<file path="src/rtl/xcluster_stld.sv">
module xcluster_stld #(
  parameter int AW = 8,
  parameter int DW = 32,
  parameter int DEPTH = 4,
  parameter int REM_LAT = 3,
  localparam int PW = $clog2(DEPTH),
  localparam int PW1 = PW + 1,
  localparam int NB = DW / 8,
  localparam int CW = $clog2(REM_LAT + 1)
)(
  input  logic                   clk,
  input  logic                   rst_n,
  input  logic                   cons_mode,
  input  logic [1:0]             st_alloc,
  input  logic [1:0]             st_commit,
  input  logic [1:0]             st_resolve,
  input  logic [1:0][PW-1:0]     st_idx,
  input  logic [1:0][AW-1:0]     st_addr,
  input  logic [1:0][NB-1:0]     st_mask,
  input  logic [1:0][DW-1:0]     st_data,
  input  logic                   ld_req,
  input  logic [AW-1:0]          ld_addr,
  input  logic [NB-1:0]          ld_mask,
  input  logic [PW:0]            ld_tail,
  output logic                   ld_rdy,
  output logic                   old_unk,
  output logic                   xq_busy,
  output logic                   resp_vld,
  output logic [1:0]             resp_kind,
  output logic [DW-1:0]          resp_data
);

  localparam logic [1:0] K_WAIT = 2'd0, K_LOCAL = 2'd1, K_REMOTE = 2'd2, K_MEM = 2'd3;
  localparam logic [1:0] S_NONE = 2'd0, S_WAIT = 2'd1, S_FWD = 2'd2;
  localparam logic [PW:0] FULL_N = PW1'(DEPTH);

  logic          ev [2][DEPTH];
  logic          ek [2][DEPTH];
  logic [AW-1:0] ea [2][DEPTH];
  logic [NB-1:0] em [2][DEPTH];
  logic [DW-1:0] ed [2][DEPTH];
  logic [PW:0]   hd [2];
  logic [PW:0]   tl [2];

  logic          busy;
  logic [CW-1:0] cnt;
  logic [AW-1:0] q_addr;
  logic [NB-1:0] q_mask;

  logic [1:0]    loc_res, rem_res;
  logic [DW-1:0] loc_dat, rem_dat;
  logic          loc_unk;

  function automatic logic [DW-1:0] bytes_of(input logic [NB-1:0] m);
    logic [DW-1:0] e;
    for (int b = 0; b < NB; b++) e[b*8 +: 8] = {8{m[b]}};
    return e;
  endfunction

  // youngest-decides search over the n oldest entries of cluster c
  function automatic logic [DW+1:0] scan(input int c, input logic [PW:0] n,
                                         input logic [AW-1:0] la, input logic [NB-1:0] lm);
    logic [1:0]    r;
    logic [DW-1:0] dd;
    logic [PW:0]   s;
    r  = S_NONE;
    dd = '0;
    for (int a = 0; a < DEPTH; a++) begin
      s = hd[c] + PW1'(a);
      if (a < int'(n) && ev[c][s[PW-1:0]]) begin
        if (!ek[c][s[PW-1:0]]) begin
          r  = S_WAIT;
          dd = '0;
        end else if (ea[c][s[PW-1:0]] == la && |(em[c][s[PW-1:0]] & lm)) begin
          if ((lm & ~em[c][s[PW-1:0]]) == '0) begin
            r  = S_FWD;
            dd = ed[c][s[PW-1:0]] & bytes_of(lm);
          end else begin
            r  = S_WAIT;
            dd = '0;
          end
        end
      end
    end
    return {r, dd};
  endfunction

  always_ff @(posedge clk or negedge rst_n) begin
    if (!rst_n) begin
      for (int c = 0; c < 2; c++) begin
        hd[c] <= '0;
        tl[c] <= '0;
        for (int i = 0; i < DEPTH; i++) begin
          ev[c][i] <= 1'b0;
          ek[c][i] <= 1'b0;
          ea[c][i] <= '0;
          em[c][i] <= '0;
          ed[c][i] <= '0;
        end
      end
    end else begin
      for (int c = 0; c < 2; c++) begin
        if (st_resolve[c] && ev[c][st_idx[c]]) begin
          ek[c][st_idx[c]] <= 1'b1;
          ea[c][st_idx[c]] <= st_addr[c];
          em[c][st_idx[c]] <= st_mask[c];
          ed[c][st_idx[c]] <= st_data[c];
        end
        if (st_alloc[c] && (tl[c] - hd[c]) != FULL_N) begin
          ev[c][tl[c][PW-1:0]] <= 1'b1;
          ek[c][tl[c][PW-1:0]] <= 1'b0;
          tl[c] <= tl[c] + 1'b1;
        end
        if (st_commit[c] && hd[c] != tl[c]) begin
          ev[c][hd[c][PW-1:0]] <= 1'b0;
          hd[c] <= hd[c] + 1'b1;
        end
      end
    end
  end

  always_comb begin
    old_unk = 1'b0;
    for (int i = 0; i < DEPTH; i++)
      if (ev[0][i] && !ek[0][i]) old_unk = 1'b1;
  end

  always_comb begin : local_unknown
    logic [PW:0] s;
    logic [PW:0] nold;
    nold    = ld_tail - hd[1];
    loc_unk = 1'b0;
    for (int a = 0; a < DEPTH; a++) begin
      s = hd[1] + PW1'(a);
      if (a < int'(nold) && ev[1][s[PW-1:0]] && !ek[1][s[PW-1:0]]) loc_unk = 1'b1;
    end
  end

  assign {loc_res, loc_dat} = scan(1, ld_tail - hd[1], ld_addr, ld_mask);
  assign {rem_res, rem_dat} = scan(0, tl[0] - hd[0], q_addr, q_mask);

  assign ld_rdy  = !busy;
  assign xq_busy = busy;

  always_ff @(posedge clk or negedge rst_n) begin
    if (!rst_n) begin
      busy      <= 1'b0;
      cnt       <= '0;
      q_addr    <= '0;
      q_mask    <= '0;
      resp_vld  <= 1'b0;
      resp_kind <= K_WAIT;
      resp_data <= '0;
    end else begin
      resp_vld <= 1'b0;
      if (busy) begin
        if (cnt == '0) begin
          busy     <= 1'b0;
          resp_vld <= 1'b1;
          case (rem_res)
            S_FWD:   begin resp_kind <= K_REMOTE; resp_data <= rem_dat; end
            S_WAIT:  begin resp_kind <= K_WAIT;   resp_data <= '0;      end
            default: begin resp_kind <= K_MEM;    resp_data <= '0;      end
          endcase
        end else begin
          cnt <= cnt - 1'b1;
        end
      end else if (ld_req) begin
        q_addr <= ld_addr;
        q_mask <= ld_mask;
        if (cons_mode && (loc_unk || old_unk)) begin
          resp_vld  <= 1'b1;
          resp_kind <= K_WAIT;
          resp_data <= '0;
        end else if (loc_res == S_WAIT) begin
          resp_vld  <= 1'b1;
          resp_kind <= K_WAIT;
          resp_data <= '0;
        end else if (loc_res == S_FWD) begin
          resp_vld  <= 1'b1;
          resp_kind <= K_LOCAL;
          resp_data <= loc_dat;
        end else begin
          busy <= 1'b1;
          cnt  <= CW'(REM_LAT - 1);
        end
      end
    end
  end

endmodule

</file>
<file path="config.mk">
export PLATFORM = sky130hd
export DESIGN_NAME = xcluster_stld
export DESIGN_NICKNAME = d
export VERILOG_FILES = /design/src/rtl/xcluster_stld.sv
export SDC_FILE = /design/constraint.sdc
export NUM_CORES = 1
export LEC_CHECK = 0
export ABC_AREA = 1
export BUFFER_PORTS_ARGS = -buffer_cell sky130_fd_sc_hd__buf_2
export CAP_MARGIN = 0
export CORE_MARGIN = 4
export CORE_UTILIZATION = 60
export CTS_BUF_LIST = sky130_fd_sc_hd__clkbuf_8
export DETAILED_ROUTE_END_ITERATION = 6
export PLACE_DENSITY = 0.84
export REMOVE_ABC_BUFFERS = 1
export SLEW_MARGIN = 40
export SYNTH_ARGS = -nofsm -noshare
export SYNTH_HDL_FRONTEND = slang
export SYNTH_SLANG_ARGS = --single-unit
</file>
<file path="constraint.sdc">
create_clock -name clk -period 6.2 [get_ports clk]
set_input_delay 1.24 -clock clk [delete_from_list [all_inputs] [get_ports clk]]
set_output_delay 1.24 -clock clk [all_outputs]
set_load 0.02 [all_outputs]
</file>
==> results.md <==
* Period minus WS final at 5290 ps
* Overflow after GRT at 0
* DR vias at 32516
* Count leader, synth: nand2_1
* Top delay family on crit path: buffers and inverters
* Layout cells sized above 1 at 0.0794
* Post-DP HPWL at 61.2 mm
* CP most frequent cell: nand2_1
* Largest net degree at the start of global routing at 231
* Synth Area in XOR/XNOR at 0.0100
* Fill cells at 4680
* Max stage delay cell, worst path: clkinv_1
* Worst R2R Path Depth at 25
* Max Buffers Root-to-Sink at 3
* Root buf cell: clkbuf_8
* Ys Warns at 0
* Period utilization at 0.853
* Crit Path Max Fanout at 82
* Num Clock Sinks at 430
* TritonCTS clock tree: built
* First-pass GRT wire length at 152 mm
* Drc violations at 6
* Post-route setup slack at 914 ps
* Skew-Pair Late Insertion Delay at 680 ps
* Failing checks: DRC
* CP Launch Type: flop
* Sequential fraction of the synthesis area at 0.342
* R2r setup slk at 910 ps
* DP Worst Slack at 1040 ps
* Final Power at 20.8 mW
* Max Cap Viol at 0
* Mux cell area share after synthesis at 0.0238
* Hold Vio Cnt, Final at 0
* Post-detailed-routing wire length at 94.2 mm
* Dpl cells at 5435
* Gpl congestion at 0.956
* Lkg Pwr at 17.7 nW
* Post-synth top cells: 1740 x nand2_1, 663 x o21ai_0, 478 x inv_1, 473 x nand3_1, 430 x dfrtp_1
* Fraction of registers with async set or reset after synthesis at 1.00
* FP Rows at 83
* Compound-Gate Fraction of Synth Area at 0.179
* All-Layer GR Usage at 0.325
* Worst slew pin tran at 949 ps
* Pwr dens at 617 nW/um^2
* Worst Path Buf+Inv at 7
* I/O pins at 155
* Tightest Hold Check Type: in2async
* Number of global-route vias before repair at 29696
* Max Transition Viols Final at 0
* Die area at 56200 sq um
* Area grow syn2layout at 7.28%
* Antenna violations before repair at 3
* Adder-cell area share of the yosys netlist at 0.0116
* H-Tree Depth at 3
* Area leader, netlist: dfrtp_1
* Clock Skews at 34.0 ps
* RR Endpoint: resp_data[9]$_DFFE_PN0P_
* Worst R2R Start: hd[3]$_DFFE_PN0P_
* Initial Utilization at 0.610
* Routed Antenna Nets at 0
* Critical path type: reg2reg
* Ys flop type: dfrtp_1
* VDD IR-drop max at 0.000424 V
* Status: complete, but fails checks
* Critical path endpoint category: flop
* Area contributors post-synth: dfrtp_1 34%, nand2_1 21%, o21ai_0 11%, nand3_1 7.5%, inv_1 5.7%
* Worst endpoint required time at 6750 ps
* Number of distinct library cells after synthesis at 54
* Post-Synth Simple-Gate Area at 0.326
* Synth top area share at 0.342
* Non-filler instance count after layout at 5570
* Final setup fails at 0
* Via density at 5.84
* Cts repair resizes at 0
* Total CTS buffers at 76
* Unrepaired setup endpoints after global routing: false
* Routed len/inst at 16.9 um
* Mapped Area at 31500 sq um
* Highest clock rate at 0.189 GHz
* Die Height at 237 um
* Largest family of logic cells by synthesized area: simple AND/OR/NAND/NOR gates
* Slowest stage delay, CP at 590 ps
* Core Footprint at 51600 sq um
* Reg clk slew, reported paths at 60 ps
* Number of synthesized flops with an enable pin at 0
* Iteration-0 DRC Markers at 3926
* Flops & latches, synth at 430
* Initial DRT Pass Iterations at 7
* Data arrival time of the critical path at 5840 ps
* Slew headroom at 0.367
* Layout Nets at 4980
* Avg Inst Size Synth at 6.46 sq um
* Postcts setup bufs at 0
* Input/output buffers at 154
* Hold-fix buffers at CTS at 0
* Die W at 237 um
* Synth Instances at 4881
==> cell usage in the layout, fill, tap and decap left out, drive strengths merged, types with 2 or more instances in the layout <==
master    count
nand2      1742
o21ai       687
inv         500
nand3       474
dfrtp       430
buf         205
nor2        175
clkbuf       95
a21oi        90
mux2i        75
o21a         63
o211ai       47
a211oi       43
or2          43
xor2         32
nand4        29
o2111ai      28
ha           26
a2111oi      24
clkinv       23
nor3         12
and2          8
o22ai         7
xnor2         4
a22o          4
nand3b        3
a22oi         3
nor3b         3
a31oi         2
o221ai        2
and3          2
fa            2
clkinvlp      2
bufinv        2
==> final cells by class <==
cell class	instances	area (sq um)	share of cell area
Inverter	490	1840	0.0546
Timing Repair Buffer	205	1350	0.0399
Multi-Input combinational cell	3632	17400	0.516
Antenna cell	1	2.50	0.0000740
Sequential cell	430	10800	0.319
Clock buffer	95	1310	0.0387
Tap cell	680	851	0.0252
Clock inverter	37	234	0.00692
==> where the power goes <==
group	switching [mW]	internal, mW
clock network	1.26	1.47
registers	1.11	4.18
logic	8.75	4.08
total	11.1	9.72
==> routing by layer <==
layer | vias up | share of wire | track usage
met4 | 6 | 0.044 | 0.148
met1 | 14712 | 0.41 | 0.437
li1 | 15746 | - | -
met2 | 1745 | 0.44 | 0.517
met5 | - | 0.00040 | 0
met3 | 307 | 0.10 | 0.0595
==> state kept, by name (all words and copies together), names as in the netlist, 6 cells and up <==
register and cells:
ed 256, resp_data 32, ea 64, hd 6, em 32, q_addr 8
tl 6, ev 8, ek 8
==> worst max-delay path by stage <==
stage	slack, ps	end	start	cells after the start
6_report	910	resp_data[9]$_DFFE_PN0P_	hd[3]$_DFFE_PN0P_	25
5_1_grt	370	resp_data[11]$_DFFE_PN0P_	hd[3]$_DFFE_PN0P_	25
4_1_cts	1030	resp_data[31]$_DFFE_PN0P_	hd[3]$_DFFE_PN0P_	24
3_5_place_dp	1040	resp_data[31]$_DFFE_PN0P_	hd[3]$_DFFE_PN0P_	24
3_3_place_gp	1020	resp_data[23]$_DFFE_PN0P_	hd[0]$_DFFE_PN0P_	23
2_1_floorplan	-7810	resp_data[0]$_DFFE_PN0P_	hd[0]$_DFFE_PN0P_	21
==> logic make-up after synthesis <==
kind of cell               Yosys count
and+or+nand+nor                   2492
AOI/OAI and AO/OA                 1001
buffers and inverters              819
DFF                                430
muxes                               75
xor gates and xnor gates            36
adders and majority gates           28
==> worst reg2reg max path, cell delays in order (launching register included) <==
cell and delay (ps):
dfrtp_4 510, inv_6 420, ha_2 430, inv_2 570
nand3_1 200, nand2_1 100, nand2_1 50, nand2_1 80
nor3b_1 360, nand2_1 140, buf_4 280, o21ai_0 200
inv_1 70, nand2_1 60, nand2_1 50, nand2_1 70
a21oi_1 70, ha_1 210, nand3_1 90, clkinv_1 590
o21ai_0 310, inv_1 70, nand2_1 80, nand3_1 70
nand2_1 100, inv_1 40
==> through the flow <==
stage / hold WS [ps] / instance area [sq um] / utilization / setup TNS (ps)
after global placement: 466 / 32100 / 0.621 / 0
after detailed placement: 473 / 32200 / 0.623 / 0
after CTS: 486 / 33700 / 0.653 / 0
after global routing: 435 / 33800 / 0.655 / 0
after floorplan: 453 / 29900 / - / -298540
final: 434 / 33800 / 0.655 / 0
Power figures use the tool's default switching activity.
